[config.mk]
export PLATFORM = sky130hd
export DESIGN_NAME = burst_addr_seq
export DESIGN_NICKNAME = d
export VERILOG_FILES = /design/src/rtl/burst_seq_pkg.sv /design/src/rtl/burst_offset_gen.sv /design/src/rtl/burst_beat_ctr.sv /design/src/rtl/burst_addr_seq.sv
export SDC_FILE = /design/constraint.sdc
export NUM_CORES = 1
export LEC_CHECK = 0
export BUFFER_PORTS_ARGS = -buffer_cell sky130_fd_sc_hd__buf_2
export CORE_MARGIN = 2
export CORE_UTILIZATION = 40
export DETAILED_ROUTE_END_ITERATION = 6
export PLACE_DENSITY = 0.78
export SLEW_MARGIN = 40
export SYNTH_ARGS = -nofsm -noshare
export SYNTH_HDL_FRONTEND = slang
export SYNTH_SLANG_ARGS = --single-unit
[constraint.sdc]
create_clock -name clk -period 1.43 [get_ports clk]
set_input_delay 0.2145 -clock clk [delete_from_list [all_inputs] [get_ports clk]]
set_output_delay 0.2145 -clock clk [all_outputs]
set_load 0.01 [all_outputs]
[src/rtl/burst_seq_pkg.sv]
package burst_seq_pkg;

  // Beat ordering, fixed per burst at the address strobe.
  typedef enum logic {
    ORD_LINEAR      = 1'b0,
    ORD_INTERLEAVED = 1'b1
  } burst_order_e;

endpackage

[src/rtl/burst_offset_gen.sv]
// Maps a start offset and a beat index to the offset presented for that beat.
module burst_offset_gen
  import burst_seq_pkg::*;
#(
  parameter int BEAT_W = 2
) (
  input  burst_order_e        order,
  input  logic [BEAT_W-1:0]   start,
  input  logic [BEAT_W-1:0]   beat,
  output logic [BEAT_W-1:0]   offset
);

  logic [BEAT_W-1:0] xor_off;
  logic [BEAT_W-1:0] add_off;

  // Interleaved: each beat-index bit flips the matching offset bit.
  for (genvar b = 0; b < BEAT_W; b++) begin : g_xor
    assign xor_off[b] = start[b] ^ beat[b];
  end

  // Linear: the sum wraps naturally at the field width.
  assign add_off = start + beat;

  always_comb begin
    if (order == ORD_INTERLEAVED) offset = xor_off;
    else                          offset = add_off;
  end

endmodule

[src/rtl/burst_beat_ctr.sv]
// Beat index within the burst; cleared on load, wraps on step.
module burst_beat_ctr #(
  parameter int BEAT_W = 2
) (
  input  logic              clk,
  input  logic              rst,
  input  logic              load,
  input  logic              step,
  output logic [BEAT_W-1:0] cnt_q,
  output logic [BEAT_W-1:0] cnt_next
);

  assign cnt_next = cnt_q + 1'b1;

  always_ff @(posedge clk) begin
    if (rst)       cnt_q <= '0;
    else if (load) cnt_q <= '0;
    else if (step) cnt_q <= cnt_next;
  end

endmodule

[src/rtl/burst_addr_seq.sv]
// Burst address sequencer: holds the upper address and steps the low offset.
module burst_addr_seq
  import burst_seq_pkg::*;
#(
  parameter int ADDR_W = 20,
  parameter int BEAT_W = 2
) (
  input  logic              clk,
  input  logic              rst,
  input  logic              strobe_i,
  input  logic [ADDR_W-1:0] addr_i,
  input  logic              advance_i,
  input  logic              mode_i,
  output logic [ADDR_W-1:0] addr_o,
  output logic              last_o,
  output logic              active_o
);

  localparam int UPPER_W = ADDR_W - BEAT_W;
  localparam logic [BEAT_W-1:0] LAST_BEAT = {BEAT_W{1'b1}};

  logic [BEAT_W-1:0]  start_q;
  logic [UPPER_W-1:0] upper_q;
  logic [BEAT_W-1:0]  offset_q;
  burst_order_e       order_q;
  logic               active_q;
  logic               last_q;

  logic              load;
  logic              step;
  logic [BEAT_W-1:0] beat_q;
  logic [BEAT_W-1:0] beat_next;
  logic [BEAT_W-1:0] offset_next;

  // A strobe outranks an advance in the same cycle.
  assign load = strobe_i;
  assign step = advance_i & active_q & ~strobe_i;

  burst_beat_ctr #(.BEAT_W(BEAT_W)) u_ctr (
    .clk      (clk),
    .rst      (rst),
    .load     (load),
    .step     (step),
    .cnt_q    (beat_q),
    .cnt_next (beat_next)
  );

  burst_offset_gen #(.BEAT_W(BEAT_W)) u_gen (
    .order  (order_q),
    .start  (start_q),
    .beat   (beat_next),
    .offset (offset_next)
  );

  always_ff @(posedge clk) begin
    if (rst) begin
      start_q  <= '0;
      upper_q  <= '0;
      offset_q <= '0;
      order_q  <= ORD_LINEAR;
      active_q <= 1'b0;
      last_q   <= 1'b0;
    end else if (load) begin
      start_q  <= addr_i[BEAT_W-1:0];
      upper_q  <= addr_i[ADDR_W-1:BEAT_W];
      offset_q <= addr_i[BEAT_W-1:0];
      order_q  <= burst_order_e'(mode_i);
      active_q <= 1'b1;
      last_q   <= 1'b0;
    end else if (step) begin
      offset_q <= offset_next;
      last_q   <= (beat_next == LAST_BEAT);
    end
  end

  assign addr_o   = {upper_q, offset_q};
  assign last_o   = last_q;
  assign active_o = active_q;

endmodule

### Word level (Yosys, flattened, before mapping)

Cells that the tools add are included.

* register bits: 27
* latch bits: 0
* memory bits (writable): 0
* memory bits (read-only): 0
* bits of input ports: 25
* output and inout bits: 22
* word-level logic and storage cells: 20
* memories: 0

* add/sub/neg operators: 2
* multipliers: 0
* div/mod/pow operators: 0
* order comparisons: 0
* equality and inequality tests: 1
* shift operators: 0
* mux-type cells: 3
* bitwise gates (word level): 5
* reduce and logical (&&, ||, !) cells: 2

Operators by type and width (count)
* $mux W2: 3
* $add A2 B1 Y2 const B: 1
* $add A2 B2 Y2: 1
* $and A1 B1 Y1: 2
* $eq A2 B2 Y1 const B: 1
* $reduce_bool A2 Y1: 1
* $reduce_or A2 Y1: 1
* $xor A1 B1 Y1: 2
* $not A1 Y1: 1

### Logic depth before layout (Yosys ltp)

Gate-level depths: netlist (run 1).

* depth in word-level cells: 5
* gate-level depth with buffers: 5
* gate-level depth less buffers: 5

### Modules after synthesis

A second synthesis (run 1) with hierarchy kept.

* cells, all modules: 102
* area total of the unflattened synthesis: 1111.1 µm²

By module, submodules not included
* burst_addr_seq: times used 1, cells an instance 88, area each 980.9 µm², sequential area each 500.5 µm²
* burst_beat_ctr: times used 1, cells an instance 10, area each 93.8 µm², sequential area each 40.0 µm²
* burst_offset_gen: times used 1, cells an instance 4, area each 36.3 µm², sequential area each 0.0 µm²

### Least setup slack after synthesis (run 1)

OpenSTA, ideal clock, no wires.

* path type: register to register
* start point: register u_ctr.cnt_q[0]
* end point: register offset_q[1]
* library setup time: 0.122 ns
* arrival time: 1.213 ns
* data required time: 1.308 ns
* slack: 0.095 ns
* stages on the path, launching flop included: 6
* path buffers: 0
* clock period less this slack: 1.335 ns
* cells stage by stage: dfxtp_1 -> inv_1 -> ha_1 -> xor2_1 -> xnor2_1 -> a311o_1

* longest elaborated chain between the ends: 5
* elaborated cells on any way between the ends: 6
* classes of those cells: add/sub (2); mux (3); bitwise (1)

Ends and longest elaborated chain
* start: declaration: RTL line burst_beat_ctr.sv:9 `output logic [BEAT_W-1:0] cnt_q,`
* start signal: assignment: RTL line burst_beat_ctr.sv:18 `else if (step) cnt_q <= cnt_next;`
* $add A2 B1 Y2: RTL line burst_beat_ctr.sv:13 `assign cnt_next = cnt_q + 1'b1;`
* named net beat_next[0]: RTL line burst_addr_seq.sv:32 `logic [BEAT_W-1:0] beat_next;`
* $add A2 B2 Y2: RTL line burst_offset_gen.sv:22 `assign add_off = start + beat;`
* $mux W2: RTL line burst_offset_gen.sv:25 `if (order == ORD_INTERLEAVED) offset = xor_off;`
* $mux W2: RTL line burst_addr_seq.sv:70 `end else if (step) begin`
* $mux W2: RTL line burst_addr_seq.sv:63 `end else if (load) begin`
* end signal: assignment: RTL line burst_addr_seq.sv:66 `offset_q <= addr_i[BEAT_W-1:0];`
* end signal: assignment: RTL line burst_addr_seq.sv:71 `offset_q <= offset_next;`
* end: declaration: RTL line burst_addr_seq.sv:24 `logic [BEAT_W-1:0] offset_q;`

The timed path passes the listed nets, and every way through them passes these cells. The select of a mux whose other input is x is not followed.
A chain may end at the register's enable or synchronous reset.

### Final worst setup path (run 1)

Ends and elaborated chain as after synthesis.

==> results of run 1 <==
-- per-layer routing --
metal | GRT usage, % | wire (um)
met1 | 14.6 | 851
met2 | 28.2 | 1160
met3 | 3.75 | 118
met4 | 4.88 | 27
met5 | 0 | 0
-- stage by stage --
step           area, um^2  setup WS, ns  total power [uW]  hold WS, ns
2_1_floorplan        1060        0.0945               964        0.362
3_3_place_gp         1310        0.0789              1040        0.447
3_5_place_dp         1310       0.00919              1050        0.465
4_1_cts              1330        0.0182              1360        0.134
5_1_grt              1350        0.0392              1410        0.133
6_report             1350        0.0736              1340        0.137
-- timing repair --
| item | CTS | global route |
|---|---|---|
| gates resized for setup | 1 | 1 |
| setup endpoints to repair | 1 | 1 |
| hold endpoints to repair | 0 | 0 |
| hold buffers | 0 | 0 |
-- state kept, by name (all words and copies together) (netlist names) --
| name | count |
|---|---|
| active_o | 1 |
| last_o | 1 |
| offset_q | 2 |
| order_q | 1 |
| start_q | 2 |
| u_ctr.cnt_q | 2 |
| upper_q | 18 |
-- worst max-delay path by stage --
stage,start,cells after the start,endpoint
finish,u_ctr.cnt_q[0],5,offset_q[1]
global route,u_ctr.cnt_q[0],5,offset_q[1]
CTS,u_ctr.cnt_q[0],5,offset_q[1]
detailed placement,u_ctr.cnt_q[0],5,offset_q[1]
global placement,u_ctr.cnt_q[0],5,offset_q[1]
floorplan,u_ctr.cnt_q[0],5,offset_q[1]
-- logic make-up after synthesis --
family | synth area share (%)
AO/OA/AOI/OAI | 3.53
XOR/XNOR | 2.47
AND/OR/NAND/NOR | 15.7
multiplexers | 19.8
adder cells (fa/ha/maj) | 2.36
buffers and inverters | 5.30
flip-flops | 50.9
-- power breakdown --
part           switching [uW]  internal [uW]  total, uW  leakage (uW)
logic                     109            108        218      0.000437
registers                22.6            795        818      0.000223
clock network             200            109        309     0.0000150
total                     333           1010       1340      0.000675
-- worst min-delay path, delay by kind of cell --
| kind | cells | cell delay (ns) |
|---|---|---|
| buffers and inverters | 1 | 0.08 |
| muxes | 1 | 0.06 |
| and+or+nand+nor | 1 | 0.07 |
-- area by class of cell --
type | count | area (um^2) | area share [%]
Timing Repair Buffer | 48 | 258 | 19.2
Clock buffer | 4 | 26.3 | 1.95
Sequential cell | 27 | 542 | 40.3
Tap cell | 30 | 37.5 | 2.79
Multi-Input combinational cell | 66 | 478 | 35.5
Inverter | 1 | 3.75 | 0.279
-- cells in the mapped netlist (all sizes together) --
cell type  instances
mux2i             21
buf                7
xnor2              2
nor4b              1
a211oi             1
inv                1
ha                 2
nor2b              2
a311o              1
nand2              2
and3               1
nand2b             1
and2               1
nor2              25
xor2               1
nor3               3
a2111oi            1
dfxtp             27
a21oi              1
==> flow_summary.yaml, run 1 <==
floorplan:
  num_io_pins: 47
  die_area_um2: 3080
  die_h_um: 55.5
  start_util_pct: 42.5
  fp-row-count: 18
  die_w_um: 55.5
  core_um2: 2500
clock_network:
  htreeDepth: 1
  clk_latency_ns: 0.31
  cts_root_buf: "clkbuf_4"
  cts_tree: "yes"
  clock_path_buffers: 2
  cts_inserted_buffers: 3
  postCtsSetupBuffers: 0
  clkTransAtPathRegs_ns: 0.14
  cts_num_sinks: 27
yosys:
  ys_ff_latch: 27
  ys_seq_area_share_pct: 50.9
  yosysWarnings: 0
  synth_top_area_cell: "dfxtp_1"
  synth.cell_area_um2: 1060
  synth_nets: 128
  synth_area_leaders: "dfxtp_1, mux2i_1, nor2_1"
  synthCells: 101
  syn_area_per_cell_um2: 10.5
  synth_top_area_share_pct: 50.9
  synth_cell_types: 22
placement:
  io_buffers: 46
  place_inst: 172
  gp_congestion: 0.644
  hpwl_um: 1630
job:
  cap_violations: 0
setup_path:
  startpoint_type: "register"
  critPathBufInv: 1
  reg2reg_to: "offset_q[1]"
  max_stage_delay_ns: 0.36
  rrSetupSlack_ns: 0.07
  end_kind: "register"
  rr_startpoint: "u_ctr.cnt_q[0]"
  crit_chain: "inv_1 -> ha_4 -> xor2_1 -> xnor2_1 -> a311o_1"
  critPathTopFamily: "flip-flops"
  cp_data_required_time_ns: 1.63
  worstPathMaxFanout: 2
  cp.arrival_ns: 1.56
  path_class: "reg -> reg"
  slowest_stage: "dfxtp_2"
  rr_worst_depth: 5
hold_path:
  hold_path_class: "in -> reg"
  min_from: "addr_i[16]"
  worstHoldPathCells: 3
  min_to: "upper_q[14]"
sta:
  fin_skew_ns: 0.00869
  slew_headroom_pct: 78.3
  rsz0062_at_grt: "false"
  clock.fmax_mhz: 737
  fin_crit_sh_pct: 94.9
  report.final.slew_viol_count: 0
  setup_viol: 0
  fin_tns_setup_ns: 0
  fin_crit_ns: 1.36
  finalHoldViolations: 0
  worstMarginPinSlew_ns: 0.325
detailed_routing:
  vias: 858
  post_drt_via_cell_ratio: 4.88
  ant_nets: 0
  firstDrtPassIters: 5
  drtIter0Drc: 16
  wl_per_cell_um: 12.3
  post-route-drc-count: 0
  wl_um: 2160
grt:
  antenna_found_initial: 0
  grt_start_max_net_pins: 25
  grt_usage_pct: 14.5
  grt_first_pass_wirelength_um: 3620
  grt_pass1_vias: 860
  gr-total-overflow: 0
pwr:
  ir_drop_uv: 902
  powerDensity_nw_per_um2: 1000
  p_leak_uw: 0.000675
cells_and_area:
  fillers: 229
  final_cell_mix: "buf_2, dfxtp_1, nor2_1"
  area_growth_pct: 26.6
  fin_cells: 176
  final_common_cell: "buf_2"
  drive_gt1_share_pct: 39.0
  n_antenna_cell: 0
  final_util_pct: 53.8
  num-nets-final: 174
outcome:
  status: "finished clean"
(Power assumes the default switching activity.)
==> run 2, diff against run 1 <==
--- a/config.mk
+++ b/config.mk
@@ -9,8 +9,9 @@
 export CORE_MARGIN = 2
 export CORE_UTILIZATION = 40
 export DETAILED_ROUTE_END_ITERATION = 6
-export PLACE_DENSITY = 0.78
+export PLACE_DENSITY = 0.77
 export SLEW_MARGIN = 40
 export SYNTH_ARGS = -nofsm -noshare
 export SYNTH_HDL_FRONTEND = slang
+export SYNTH_HIERARCHICAL = 1
 export SYNTH_SLANG_ARGS = --single-unit
==> flow_summary.yaml, run 2 <==
outcome:
  status: "finished clean"
placement:
  io_buffers: 46
  gp_congestion: 0.780
  hpwl_um: 1600
  postPlaceCellArea_um2: 1360
detailed_routing:
  drtIter0Drc: 11
  wl_um: 2070
  firstDrtPassIters: 4
  post-route-drc-count: 0
  post_drt_via_cell_ratio: 4.75
  wl_per_cell_um: 11.4
  vias: 860
  ant_nets: 0
pwr:
  p_comb_share_pct: 15.8
  pwr-share-seq_pct: 60.2
  ir_drop_uv: 654
  p_leak_uw: 0.000707
  p_sw_uw: 351
  switching_share_pct: 25.8
  p_clk_share_pct: 23.9
  internal-power_uw: 1010
  powerDensity_nw_per_um2: 972
clock_network:
  clkTransAtPathRegs_ns: 0.15
  cts_num_sinks: 27
  cts_inserted_buffers: 3
  htreeDepth: 1
  cts_root_buf: "clkbuf_4"
  clk_latency_ns: 0.32
  cts_tree: "yes"
  clock_path_buffers: 2
cells_and_area:
  final_cell_mix: "buf_2, nor2_1, dfxtp_1"
  largest_reg_flops: 18
  area_growth_pct: 25.8
  multi_input_area_um2: 502
  regArea_um2: 546
  drive_gt1_share_pct: 43.3
  regMostFlops: "upper_q"
  fillers: 258
  stdcell_area_um2: 1400
  n_antenna_cell: 0
  final_common_cell: "buf_2"
  num-nets-final: 177
grt:
  grt_pass1_vias: 819
  grt_usage_pct: 13.4
  gr-total-overflow: 0
  grt_start_max_net_pins: 27
  antenna_found_initial: 0
  grt_first_pass_wirelength_um: 3480
floorplan:
  fp-row-count: 19
  core_um2: 2690
  die_h_um: 56.7
  num_io_pins: 47
  die_area_um2: 3220
  start_util_pct: 41.4
  die_w_um: 56.7
sta:
  fin_crit_sh_pct: 96.6
  report.final.slew_viol_count: 0
  rsz0062_at_grt: "false"
  fin_crit_ns: 1.38
  fin_skew_ns: 0.00777
  worstMarginPinSlew_ns: 0.466
  clock.fmax_mhz: 724
  slew_headroom_pct: 69.0
  setup_viol: 0
  finalHoldViolations: 0
  fin_tns_setup_ns: 0
yosys:
  syn_area_per_cell_um2: 10.9
  synth_area_leaders: "dfxtp_1, mux2i_1, nor2_1"
  synthCells: 102
  synth_async_sr_flop_share_pct: 0
  synth_nets: 128
  synth_edf_count: 0
  synth_top_area_cell: "dfxtp_1"
  yosysWarnings: 6
  ys_ff_latch: 27
  synth_commonest_cells: "dfxtp_1, nor2_1, mux2i_1"
  synth.cell_area_um2: 1110
  synth_ff_type: "dfxtp_1"
  synth_most_common_cell: "dfxtp_1"
  ys_seq_area_share_pct: 48.6
  synth_top_area_share_pct: 48.6
  synth_cell_types: 23
setup_path:
  startpoint_type: "register"
  worstPathMaxFanout: 3
  cp_data_required_time_ns: 1.66
  cp.arrival_ns: 1.62
  path_class: "reg -> reg"
  rr_worst_depth: 5
  end_kind: "register"
job:
  cap_violations: 0
hold_path:
  hold_path_class: "in -> reg"
  worstHoldPathCells: 3
-- run 2: cell count changes after synthesis, moves of 2 or more --
cell,previous run,this run
inv_1,1,3
a211oi_2,0,2
nor3_1,3,0
buf_4,2,0
a21bo_2,0,2
buf_12,0,2
-- run 2: final timing paths --
kind	from	endpoint	slack [ns]
max	u_ctr/cnt_q[0]	offset_q[1]	0.05
min	addr_i[4]	upper_q[2]	0.12
max reg2reg	u_ctr/cnt_q[0]	offset_q[1]	0.05
min reg2reg	upper_q[12]	upper_q[12]	0.51
-- run 2: repair_timing --
| action | in CTS | in global routing |
|---|---|---|
| buffers inserted | 0 | 0 |
| pin swaps | 0 | 2 |
| endpoints found under the setup margin | 1 | 1 |
| hold buffers | 0 | 0 |
| resized for setup | 2 | 3 |
| gates cloned | 0 | 0 |
-- run 2: logic make-up (layout without fill, tap and decap cells) --
kind of cell               after synthesis  in the layout  share of synthesized area (%)
and+or+nand+nor                         32             32                           13.4
DFF                                     27             27                           48.6
muxes                                   21             21                           18.9
buffers and inverters                    9             57                           6.87
AOI/OAI and AO/OA                        8              8                           7.88
xor gates and xnor gates                 4              4                           3.15
adders and majority gates                1              1                           1.13
-- run 2: metrics by stage --
step | setup slack [ns] | std cells | utilization (%) | total power [uW] | hold WS, ns
after floorplan | 0.0415 | 102 | - | 971 | 0.362
after global placement | 0.0612 | 177 | 50.5 | 1050 | 0.446
after detailed placement | 0.00972 | 177 | 50.5 | 1050 | 0.457
after CTS | 0.00956 | 181 | 51.9 | 1380 | 0.106
after global routing | 0.00119 | 181 | 52.0 | 1430 | 0.112
final | 0.0489 | 181 | 52.0 | 1360 | 0.118
-- run 2: power groups by stage --
stage               logic [uW]  registers [uW]  clock network, uW
finish                     215             819                325
global route               236             825                371
CTS                        218             821                345
detailed placement         217             836                  0
global placement           211             834                  0
floorplan                  118             852                  0
-- run 2: metal layers --
layer	GRT usage (%)	wire (um)	vias to the layer above
li1	-	-	438
met1	15.9	887	393
met2	23.8	1030	29
met3	3.92	155	0
met4	3.06	0	0
met5	0	0	-
-- run 2: critical path: stages, from the launching register on --
cell and delay [ns]:
dfxtp_4 0.39, xor2_2 0.18, xnor2_1 0.17, xnor2_1 0.13
and4bb_2 0.25, a2111oi_2 0.19
-- run 2: layout make-up --
type | count | area share (%)
Clock buffer | 3 | 1.61
Clock inverter | 1 | 0.358
Inverter | 3 | 0.806
Multi-Input combinational cell | 66 | 35.9
Sequential cell | 27 | 39.0
Tap cell | 31 | 2.78
Timing Repair Buffer | 50 | 19.5
